<file path="src/rtl/opseq_pkg.sv">
package opseq_pkg;

  localparam int unsigned OPW = 3;

  typedef enum logic [1:0] {
    CYC_FETCH = 2'b00,
    CYC_IND   = 2'b01,
    CYC_EXEC  = 2'b10,
    CYC_INTR  = 2'b11
  } cyc_e;

  localparam logic [OPW-1:0] OP_ADD   = 3'b001;
  localparam logic [OPW-1:0] OP_ISZ   = 3'b010;
  localparam logic [OPW-1:0] OP_STORE = 3'b011;

  // one strobe per elementary register transfer
  typedef struct packed {
    logic mar_from_pc;
    logic mar_from_ir;
    logic mar_save;
    logic mbr_from_mem;
    logic mbr_from_pc;
    logic mbr_from_r;
    logic mbr_inc;
    logic ir_load;
    logic ir_addr_fix;
    logic pc_inc;
    logic pc_skip_chk;
    logic pc_handler;
    logic r_add;
    logic mem_we;
    logic ie_clr;
  } uop_t;

  // index of the final time unit of a major cycle
  function automatic logic [1:0] final_unit(cyc_e c, logic [OPW-1:0] op);
    logic [1:0] f;
    f = 2'd2;
    if (c == CYC_EXEC) begin
      if (op == OP_ISZ) f = 2'd3;
      else if (op == OP_ADD || op == OP_STORE) f = 2'd2;
      else f = 2'd0;
    end
    return f;
  endfunction

endpackage

</file>
<file path="src/rtl/opseq_ctrl.sv">
module opseq_ctrl
  import opseq_pkg::*;
(
  input  logic           clk,
  input  logic           rst,
  input  logic           irq,
  input  logic           ie_set,
  input  logic [OPW-1:0] opcode,
  input  logic           fetched_ind,
  output cyc_e           code,
  output uop_t           uop,
  output logic           ie_q
);

  cyc_e       code_q, code_d;
  logic [1:0] unit_q;
  logic       unit_last;
  logic       irq_take;

  assign unit_last = (unit_q == final_unit(code_q, opcode));
  assign irq_take  = irq && ie_q;
  assign code      = code_q;

  always_comb begin
    uop = '0;
    unique case (code_q)
      CYC_FETCH: begin
        if (unit_q == 2'd0) uop.mar_from_pc = 1'b1;
        if (unit_q == 2'd1) begin
          uop.mbr_from_mem = 1'b1;
          uop.pc_inc       = 1'b1;
        end
        if (unit_q == 2'd2) uop.ir_load = 1'b1;
      end
      CYC_IND: begin
        if (unit_q == 2'd0) uop.mar_from_ir  = 1'b1;
        if (unit_q == 2'd1) uop.mbr_from_mem = 1'b1;
        if (unit_q == 2'd2) uop.ir_addr_fix  = 1'b1;
      end
      CYC_EXEC: begin
        if (opcode == OP_ADD) begin
          if (unit_q == 2'd0) uop.mar_from_ir  = 1'b1;
          if (unit_q == 2'd1) uop.mbr_from_mem = 1'b1;
          if (unit_q == 2'd2) uop.r_add        = 1'b1;
        end else if (opcode == OP_STORE) begin
          if (unit_q == 2'd0) uop.mar_from_ir = 1'b1;
          if (unit_q == 2'd1) uop.mbr_from_r  = 1'b1;
          if (unit_q == 2'd2) uop.mem_we      = 1'b1;
        end else if (opcode == OP_ISZ) begin
          if (unit_q == 2'd0) uop.mar_from_ir  = 1'b1;
          if (unit_q == 2'd1) uop.mbr_from_mem = 1'b1;
          if (unit_q == 2'd2) uop.mbr_inc      = 1'b1;
          if (unit_q == 2'd3) begin
            uop.mem_we      = 1'b1;
            uop.pc_skip_chk = 1'b1;
          end
        end
      end
      CYC_INTR: begin
        if (unit_q == 2'd0) begin
          uop.mbr_from_pc = 1'b1;
          uop.mar_save    = 1'b1;
        end
        if (unit_q == 2'd1) uop.mem_we = 1'b1;
        if (unit_q == 2'd2) begin
          uop.pc_handler = 1'b1;
          uop.ie_clr     = 1'b1;
        end
      end
      default: ;
    endcase
  end

  always_comb begin
    code_d = code_q;
    if (unit_last) begin
      unique case (code_q)
        CYC_FETCH: code_d = fetched_ind ? CYC_IND : CYC_EXEC;
        CYC_IND:   code_d = CYC_EXEC;
        CYC_EXEC:  code_d = irq_take ? CYC_INTR : CYC_FETCH;
        CYC_INTR:  code_d = CYC_FETCH;
        default:   code_d = CYC_FETCH;
      endcase
    end
  end

  always_ff @(posedge clk) begin
    if (rst) begin
      code_q <= CYC_FETCH;
      unit_q <= 2'd0;
      ie_q   <= 1'b0;
    end else begin
      code_q <= code_d;
      unit_q <= unit_last ? 2'd0 : unit_q + 2'd1;
      if (uop.ie_clr) ie_q <= 1'b0;
      else if (ie_set) ie_q <= 1'b1;
    end
  end

  AST_FETCH_THREE_UNITS: assert property (@(posedge clk) disable iff (rst)
    (code_q != $past(code_q) && $past(code_q) == CYC_FETCH) |-> $past(unit_q) == 2'd2);
  AST_IND_TO_EXEC: assert property (@(posedge clk) disable iff (rst)
    (code_q == CYC_IND && unit_last) |=> code_q == CYC_EXEC);
  AST_INTR_TO_FETCH: assert property (@(posedge clk) disable iff (rst)
    (code_q == CYC_INTR && unit_last) |=> code_q == CYC_FETCH);
  AST_INTR_CLEARS_EN: assert property (@(posedge clk) disable iff (rst)
    (code_q == CYC_INTR && unit_last) |=> !ie_q);
  AST_MASKED_TO_FETCH: assert property (@(posedge clk) disable iff (rst)
    (code_q == CYC_EXEC && unit_last && !(irq && ie_q)) |=> code_q == CYC_FETCH);

endmodule

</file>
<file path="src/rtl/opseq_dp.sv">
module opseq_dp
  import opseq_pkg::*;
#(
  parameter int unsigned DW        = 16,
  parameter int unsigned AW        = 12,
  parameter int unsigned ILEN      = 1,
  parameter int unsigned SAVE_ADDR = 0,
  parameter int unsigned HNDL_ADDR = 1
) (
  input  logic           clk,
  input  logic           rst,
  input  uop_t           uop,
  input  logic [DW-1:0]  mem_rdata,
  output logic [AW-1:0]  mem_addr,
  output logic [DW-1:0]  mem_wdata,
  output logic [OPW-1:0] opcode,
  output logic           fetched_ind,
  output logic [AW-1:0]  pc,
  output logic [DW-1:0]  acc
);

  localparam int unsigned IND_BIT = AW;
  localparam int unsigned OP_LSB  = DW - OPW;

  logic [AW-1:0] pc_q, mar_q;
  logic [DW-1:0] mbr_q, ir_q, r_q;
  logic          skip_evt;

  function automatic logic [DW-1:0] word_add(logic [DW-1:0] a, logic [DW-1:0] b);
    return a + b;
  endfunction

  function automatic logic [DW-1:0] word_inc(logic [DW-1:0] a);
    return a + DW'(1);
  endfunction

  function automatic logic [AW-1:0] pc_step(logic [AW-1:0] p);
    return p + AW'(ILEN);
  endfunction

  assign skip_evt    = uop.pc_skip_chk && (mbr_q == '0);
  assign mem_addr    = mar_q;
  assign mem_wdata   = mbr_q;
  assign opcode      = ir_q[DW-1:OP_LSB];
  assign fetched_ind = mbr_q[IND_BIT];
  assign pc          = pc_q;
  assign acc         = r_q;

  always_ff @(posedge clk) begin
    if (rst) begin
      pc_q  <= '0;
      mar_q <= '0;
      mbr_q <= '0;
      ir_q  <= '0;
      r_q   <= '0;
    end else begin
      if (uop.mar_from_pc) mar_q <= pc_q;
      if (uop.mar_from_ir) mar_q <= ir_q[AW-1:0];
      if (uop.mar_save)    mar_q <= AW'(SAVE_ADDR);

      if (uop.mbr_from_mem) mbr_q <= mem_rdata;
      if (uop.mbr_from_pc)  mbr_q <= DW'(pc_q);
      if (uop.mbr_from_r)   mbr_q <= r_q;
      if (uop.mbr_inc)      mbr_q <= word_inc(mbr_q);

      if (uop.ir_load)     ir_q <= mbr_q;
      if (uop.ir_addr_fix) ir_q[AW-1:0] <= mbr_q[AW-1:0];

      if (uop.pc_inc || skip_evt) pc_q <= pc_step(pc_q);
      if (uop.pc_handler)         pc_q <= AW'(HNDL_ADDR);

      if (uop.r_add) r_q <= word_add(r_q, mbr_q);
    end
  end

  AST_PC_ADVANCE: assert property (@(posedge clk) disable iff (rst)
    uop.pc_inc |=> pc_q == $past(pc_q) + AW'(ILEN));
  AST_IR_MADE_DIRECT: assert property (@(posedge clk) disable iff (rst)
    uop.ir_addr_fix |=> ir_q[AW-1:0] == $past(mbr_q[AW-1:0]));
  AST_NO_SKIP_NONZERO: assert property (@(posedge clk) disable iff (rst)
    (uop.pc_skip_chk && mbr_q != '0) |=> pc_q == $past(pc_q));
  AST_ADD_RESULT: assert property (@(posedge clk) disable iff (rst)
    uop.r_add |=> r_q == $past(r_q) + $past(mbr_q));

endmodule

</file>
<file path="src/rtl/opseq_core.sv">
module opseq_core
  import opseq_pkg::*;
#(
  parameter int unsigned DW        = 16,
  parameter int unsigned AW        = 12,
  parameter int unsigned ILEN      = 1,
  parameter int unsigned SAVE_ADDR = 0,
  parameter int unsigned HNDL_ADDR = 1
) (
  input  logic          clk,
  input  logic          rst,
  input  logic          irq,
  input  logic          ie_set,
  input  logic [15:0]   mem_rdata,
  output logic [11:0]   mem_addr,
  output logic [15:0]   mem_wdata,
  output logic          mem_we,
  output logic [1:0]    cyc_code,
  output logic [11:0]   pc_out,
  output logic [15:0]   acc_out,
  output logic          ie_out
);

  uop_t           uop;
  cyc_e           code;
  logic [OPW-1:0] opcode;
  logic           fetched_ind;
  logic [AW-1:0]  addr_w, pc_w;
  logic [DW-1:0]  wdata_w, acc_w;

  opseq_ctrl u_ctrl (
    .clk         (clk),
    .rst         (rst),
    .irq         (irq),
    .ie_set      (ie_set),
    .opcode      (opcode),
    .fetched_ind (fetched_ind),
    .code        (code),
    .uop         (uop),
    .ie_q        (ie_out)
  );

  opseq_dp #(
    .DW        (DW),
    .AW        (AW),
    .ILEN      (ILEN),
    .SAVE_ADDR (SAVE_ADDR),
    .HNDL_ADDR (HNDL_ADDR)
  ) u_dp (
    .clk         (clk),
    .rst         (rst),
    .uop         (uop),
    .mem_rdata   (DW'(mem_rdata)),
    .mem_addr    (addr_w),
    .mem_wdata   (wdata_w),
    .opcode      (opcode),
    .fetched_ind (fetched_ind),
    .pc          (pc_w),
    .acc         (acc_w)
  );

  assign mem_addr  = 12'(addr_w);
  assign mem_wdata = 16'(wdata_w);
  assign pc_out    = 12'(pc_w);
  assign acc_out   = 16'(acc_w);
  assign mem_we    = uop.mem_we;
  assign cyc_code  = code;

  AST_WE_IN_SCOPE: assert property (@(posedge clk) disable iff (rst)
    mem_we |-> (cyc_code == 2'b10 || cyc_code == 2'b11));
  AST_RESET_STATE: assert property (@(posedge clk)
    $past(rst) |-> (cyc_code == 2'b00 && pc_out == '0 && acc_out == '0 && !ie_out));

endmodule

</file>
<file path="config.mk">
export PLATFORM = sky130hd
export DESIGN_NAME = opseq_core
export DESIGN_NICKNAME = d
export VERILOG_FILES = /design/src/rtl/opseq_pkg.sv /design/src/rtl/opseq_ctrl.sv /design/src/rtl/opseq_dp.sv /design/src/rtl/opseq_core.sv
export SDC_FILE = /design/constraint.sdc
export NUM_CORES = 1
export LEC_CHECK = 0
export BUFFER_PORTS_ARGS = -buffer_cell sky130_fd_sc_hd__buf_2
export CAP_MARGIN = 0
export CORE_ASPECT_RATIO = 0.9
export CORE_UTILIZATION = 60
export CTS_CLUSTER_DIAMETER = 80
export DETAILED_ROUTE_END_ITERATION = 7
export PLACE_DENSITY = 0.85
export SLEW_MARGIN = 20
export SYNTH_ARGS = -nofsm -noshare
export SYNTH_HDL_FRONTEND = slang
export SYNTH_SLANG_ARGS = --single-unit
</file>
<file path="constraint.sdc">
create_clock -name clk -period 7.35 [get_ports clk]
set_input_delay 0.3675 -clock clk [delete_from_list [all_inputs] [get_ports clk]]
set_output_delay 0.3675 -clock clk [all_outputs]
set_load 0.005 [all_outputs]
</file>
# Word-level counts from Yosys, hierarchy flattened
# Cells that the tools add are included.
# word_totals
in_bits	20
ff_bits	77
# classes
n_addsub	4
muxes	48
eq_ne	10
n_reduce_logical	15
# op_table
operator	n
16-bit two-way mux	4
12-bit two-way mux	4
1-bit two-way mux	29
16-bit by 1-bit adder with 16-bit output (second input constant)	1
16-bit adder	1
16-bit zero test	1
2-bit two-way mux	7
12-bit by 1-bit adder with 12-bit output (second input constant)	1
2-bit == test (second input constant)	4
2-bit one-hot mux with 4 select lines	1
2-bit OR reduction	4
3-bit by 2-bit == test with 1-bit output (second input constant)	2
1-bit one-hot mux with 2 select lines	3
2-bit nonzero test	3
2-bit by 1-bit == test with 1-bit output (second input constant)	2
2-bit zero test	2
4-bit nonzero test	1
3-bit by 1-bit == test with 1-bit output (second input constant)	1
2-bit by 1-bit adder with 2-bit output (second input constant)	1
2-bit == test	1
1-bit logical AND	2
1-bit logical OR	2

# Depth between registers and ports, before layout
# logic_depth
word_depth	10
mapped_depth	10
mapped_depth_nobuf	8

# Modules after synthesis
# A second synthesis with hierarchy kept.
# hier_totals
hier_cells	588
hier_area_um2	4818.4
# by_module_without_submodules
mod	instances	area_each_um2	seq_area_each_um2	cells_per_inst
opseq_dp	1	4272.8	1421.4	524
opseq_ctrl	1	545.5	100.1	64

# Least setup slack after synthesis
# No wires, ideal clock.
# synth_timing
path_kind	register to register
startpoint	register u_dp.mbr_q[0], in the netlist u_dp.mem_wdata[0]
endpoint	register u_dp.r_q[12], in the netlist u_dp.acc[12]
setup_ns	0.086
path_stages_with_launch	9
slack_ns	4.968
arrival_time_ns	2.297
path_cell_list	dfxtp_1 -> ha_1 -> fa_1 -> a211oi_1 -> nor2_1 -> a41oi_1 -> a31oi_1 -> xnor2_1 -> a211oi_1
# synth_between
elab_chain_len	1
# synth_lines
element	line	rtl
from (decl)	opseq_dp.sv:26	logic [DW-1:0] mbr_q, ir_q, r_q;
from (signal assigned)	opseq_dp.sv:61	if (uop.mbr_from_mem) mbr_q <= mem_rdata;
from (signal assigned)	opseq_dp.sv:62	if (uop.mbr_from_pc) mbr_q <= DW'(pc_q);
from (signal assigned)	opseq_dp.sv:63	if (uop.mbr_from_r) mbr_q <= r_q;
16-bit adder	opseq_dp.sv:30	return a + b;
to (signal assigned)	opseq_dp.sv:72	if (uop.r_add) r_q <= word_add(r_q, mbr_q);
to (decl)	opseq_dp.sv:26	
# Every way passes these cells.
# A chain may end at the register's enable or synchronous reset.

# Worst setup path after layout
# layout_timing
startpoint	register u_ctrl.unit_q[0]
endpoint	register u_dp.mbr_q[11], in the netlist u_dp.mem_wdata[11]
# layout_between
elab_chain_len	7
word_cells_on_any_way	20
classes_between	eq/ne (2); mux (16); reduce/logical (2)
# layout_lines
element	line	rtl
from (decl)	opseq_ctrl.sv:16	logic [1:0] unit_q;
from (signal assigned)	opseq_ctrl.sv:94	unit_q <= unit_last ? 2'd0 : unit_q + 2'd1;
2-bit by 1-bit == test with 1-bit output or 2-bit == test (tied branches)	-	
1-bit two-way mux, on equally long branches	-	
1-bit two-way mux, on equally long branches	opseq_ctrl.sv:49, opseq_ctrl.sv:45	
1-bit two-way mux or 2-bit two-way mux (tied branches)	opseq_ctrl.sv:45, opseq_ctrl.sv:41	
1-bit two-way mux, or another cell as far along	opseq_ctrl.sv:41	if (opcode == OP_ADD) begin
1-bit one-hot mux with 2 select lines, or another cell as far along	opseq_ctrl.sv:26	unique case (code_q)
4-bit nonzero test (no line) or 16-bit two-way mux (tied branches)	-	
# Parallel ways exist; a longest one is shown, timed or not.

==> flow_metrics.py <==
metrics = {
    "critical_path": {
        "crit_path_end_kind": "flip-flop",
        "arrival_ns": 3.64,
        "setup.worst_path.start_class": "flip-flop",
        "crit_type": "flip-flop to flip-flop",
        "worstPathRequired_ns": 7.63,
        "rr_worst_depth": 7,
        "reg2reg_from": "u_ctrl.unit_q[0]",
        "critPathLaunch": "u_ctrl.unit_q[0]",
        "worstPathMaxFanout": 18,
    },
    "floorplanning": {
        "core_sq_um": 7257,
        "io_pins": 80,
        "initial_core_util_pct": 63.74,
        "die_y_um": 85.30,
        "die_x_um": 94.56,
        "dieArea_sq_um": 8066,
        "num_rows": 29,
    },
    "yosys": {
        "synthCells": 602,
        "synth_edf_count": 0,
        "yosys_warnings": 0,
        "async_flop_share_pct": 0,
        "synth-seq-cells": 76,
        "ys_seq_area_share_pct": 32.89,
        "ys.flop_type": "dfxtp_1",
        "synth_cell_type_count": 58,
        "synth_largest_area_cell": "dfxtp_1",
        "mappedNetlistNets": 649,
        "synth_top_area_share_pct": 32.89,
        "synth_area_leaders": "dfxtp_1, nand2_1, a21oi_1",
        "synth_area_sq_um": 4626,
        "syn_area_per_cell_sq_um": 7.684,
    },
    "cts": {
        "cts-root-buf": "clkbuf_8",
        "clkTransAtPathRegs_ns": 0.09,
        "ctsLongestPathBuffers": 2,
        "post_cts_buffers": 0,
        "cts_buffers": 9,
        "cts-hold-fix-buffers": 0,
        "cts_tree": "done",
        "clock_sink_count": 76,
        "clk_latency_ns": 0.37,
        "htreeDepth": 3,
        "cts_resized": 0,
    },
    "detailed_routing": {
        "drc": 0,
        "totalWireLength_mm": 13.23,
        "drt-pass1-iter-count": 5,
        "drtAntennaViolNets": 0,
        "first_iter_violations": 354,
        "vias": 4817,
        "avgViaCountPerCell": 6.372,
        "avgRoutedWirePerCell_um": 17.51,
    },
    "worst_hold_path": {
        "min_path_type": "input port to flip-flop",
        "hold_depth": 3,
        "min_from": "ie_set",
    },
    "timing": {
        "drv_slew": 0,
        "finClkSkew_ns": 0.008537,
        "finalCritPeriodShare_pct": 45.73,
        "min_period_ns": 3.361,
        "max_slew_margin_pct": 30.01,
        "fmax_mhz": 297.5,
        "finalHoldViolations": 0,
        "worst_pin_slew_ns": 1.050,
        "final-setup-viol-count": 0,
        "rsz0062_at_grt": "false",
        "fin_setup_tns_ns": 0,
    },
    "placed_design": {
        "hpwl_mm": 9.212,
        "place_congestion": 0.9051,
        "portBuffers": 79,
        "placed_cell_area_sq_um": 4987,
    },
    "global_routing": {
        "grt_pass1_wl_mm": 21.27,
        "antenna_found_initial": 0,
        "grt_overflow_total": 0,
        "grt_pass1_vias": 4445,
        "grt_max_degree": 54,
        "grt_usage_pct": 33.50,
    },
    "cells_and_area": {
        "drive_gt1_share_pct": 15.99,
        "nets": 705,
        "seq_area_sq_um": 1521,
        "multiInputGateArea_sq_um": 2913,
        "final_cell_mix": "nand2_1, buf_2, dfxtp_1, a21oi_1, nor2_1",
        "diodes": 0,
        "syn_to_final_growth_pct": 12.42,
        "final_util_pct": 71.66,
        "design_area_sq_um": 5200,
        "n_fill_cell": 608,
        "mostFrequentLayoutCell": "nand2_1",
    },
    "power_and_ir_drop": {
        "power.clock.fraction_pct": 26.5,
        "swShare_pct": 40.20,
        "power_frac_seq_pct": 43.1,
        "power_switching_uw": 522.0,
        "finalPower_mw": 1.298,
        "leakage_nw": 2.211,
        "ir_worst_vdd_uv": 167.4,
        "p_per_area_nw_per_um2": 249.7,
        "internal-power_uw": 776.4,
        "comb_power_share_pct": 30.4,
    },
    "job": {
        "max_cap_viol_count": 0,
    },
    "outcome": {
        "outcome": "finished, final reports clean",
    },
}
layout make-up:
| type | count | area share, % |
|---|---|---|
| flip-flops and latches | 76 | 29.26 |
| repair buffers | 82 | 7.988 |
| multi-input cells | 482 | 56.02 |
| clock inverters | 7 | 1.612 |
| inverters | 7 | 0.5053 |
| well taps | 93 | 2.238 |
| clock buffers | 9 | 2.382 |
flip-flops by register name, summed over array words and instances, names as in the netlist:
name            count
u_dp.acc           16
u_dp.mem_wdata     16
u_dp.ir_q          15
u_dp.mem_addr      12
u_dp.pc            12
u_ctrl.code         2
u_ctrl.unit_q       2
u_ctrl.ie_q         1
routing by layer:
layer  vias up  global-route usage [%]  share of wire, %
li1       2297                       -                 -
met1      2242                   44.09                42
met2       247                   54.08                47
met3        31                   8.423               8.6
met4         0                   10.06               1.5
met5         -                       0                 0
cells in the mapped netlist, types with 3 or more instances:
cell type,n
o21ai_0,30
nor2_1,50
a211oi_1,17
nand3_1,41
and3_1,7
mux2i_1,15
a211o_1,3
buf_4,3
buf_2,6
o211ai_1,6
nor4_1,3
clkbuf_1,26
nand4_1,5
a311oi_1,12
a31oi_1,4
a21o_1,6
nor3_1,20
a21oi_1,67
nor3b_1,5
xnor2_1,15
ha_1,26
nor2b_1,4
and4_1,4
or3_1,4
and2_1,3
inv_1,6
dfxtp_1,76
nand2_1,97
per-stage QoR:
step,hold slack (ns),cells,worst slack (ns)
after detailed placement,0.4557,739,4.145
after floorplan,0.4367,602,4.968
final,0.2047,756,3.989
after CTS,0.2038,755,4.124
after global routing,0.2436,756,3.771
after global placement,0.4489,739,4.353
worst max-delay path: stages (launching register included):
cell,delay [ns]
dfxtp_1,0.46
inv_1,0.13
ha_1,0.41
nand2_1,0.72
o21ai_0,0.39
a211oi_4,0.72
o21ai_0,0.22
a21oi_1,0.22
cell families after synthesis:
| kind of cell | count (synthesis) | synth area share (%) |
|---|---|---|
| AOI/OAI and AO/OA | 164 | 22.23 |
| xor gates and xnor gates | 17 | 3.219 |
| adders and majority gates | 27 | 7.465 |
| buffers and inverters | 44 | 4.138 |
| DFF | 76 | 32.89 |
| muxes | 17 | 3.733 |
| and+or+nand+nor | 257 | 26.32 |
power by group through the flow:
| stage | clock network, mW | registers [mW] | logic (mW) |
|---|---|---|---|
| floorplan | 0 | 0.533 | 0.287 |
| global placement | 0 | 0.561 | 0.361 |
| detailed placement | 0 | 0.564 | 0.380 |
| CTS | 0.345 | 0.554 | 0.385 |
| global route | 0.361 | 0.564 | 0.435 |
| finish | 0.344 | 0.559 | 0.395 |
worst paths after layout:
| kind | endpoint | slack [ns] |
|---|---|---|
| max | u_dp.mem_wdata[11] | 3.99 |
| min | u_ctrl.ie_q | 0.20 |
| max reg2reg | u_dp.mem_wdata[11] | 3.99 |
| min reg2reg | u_dp.ir_q[0] | 0.47 |
No activity file was read; power rests on OpenSTA's default activity.
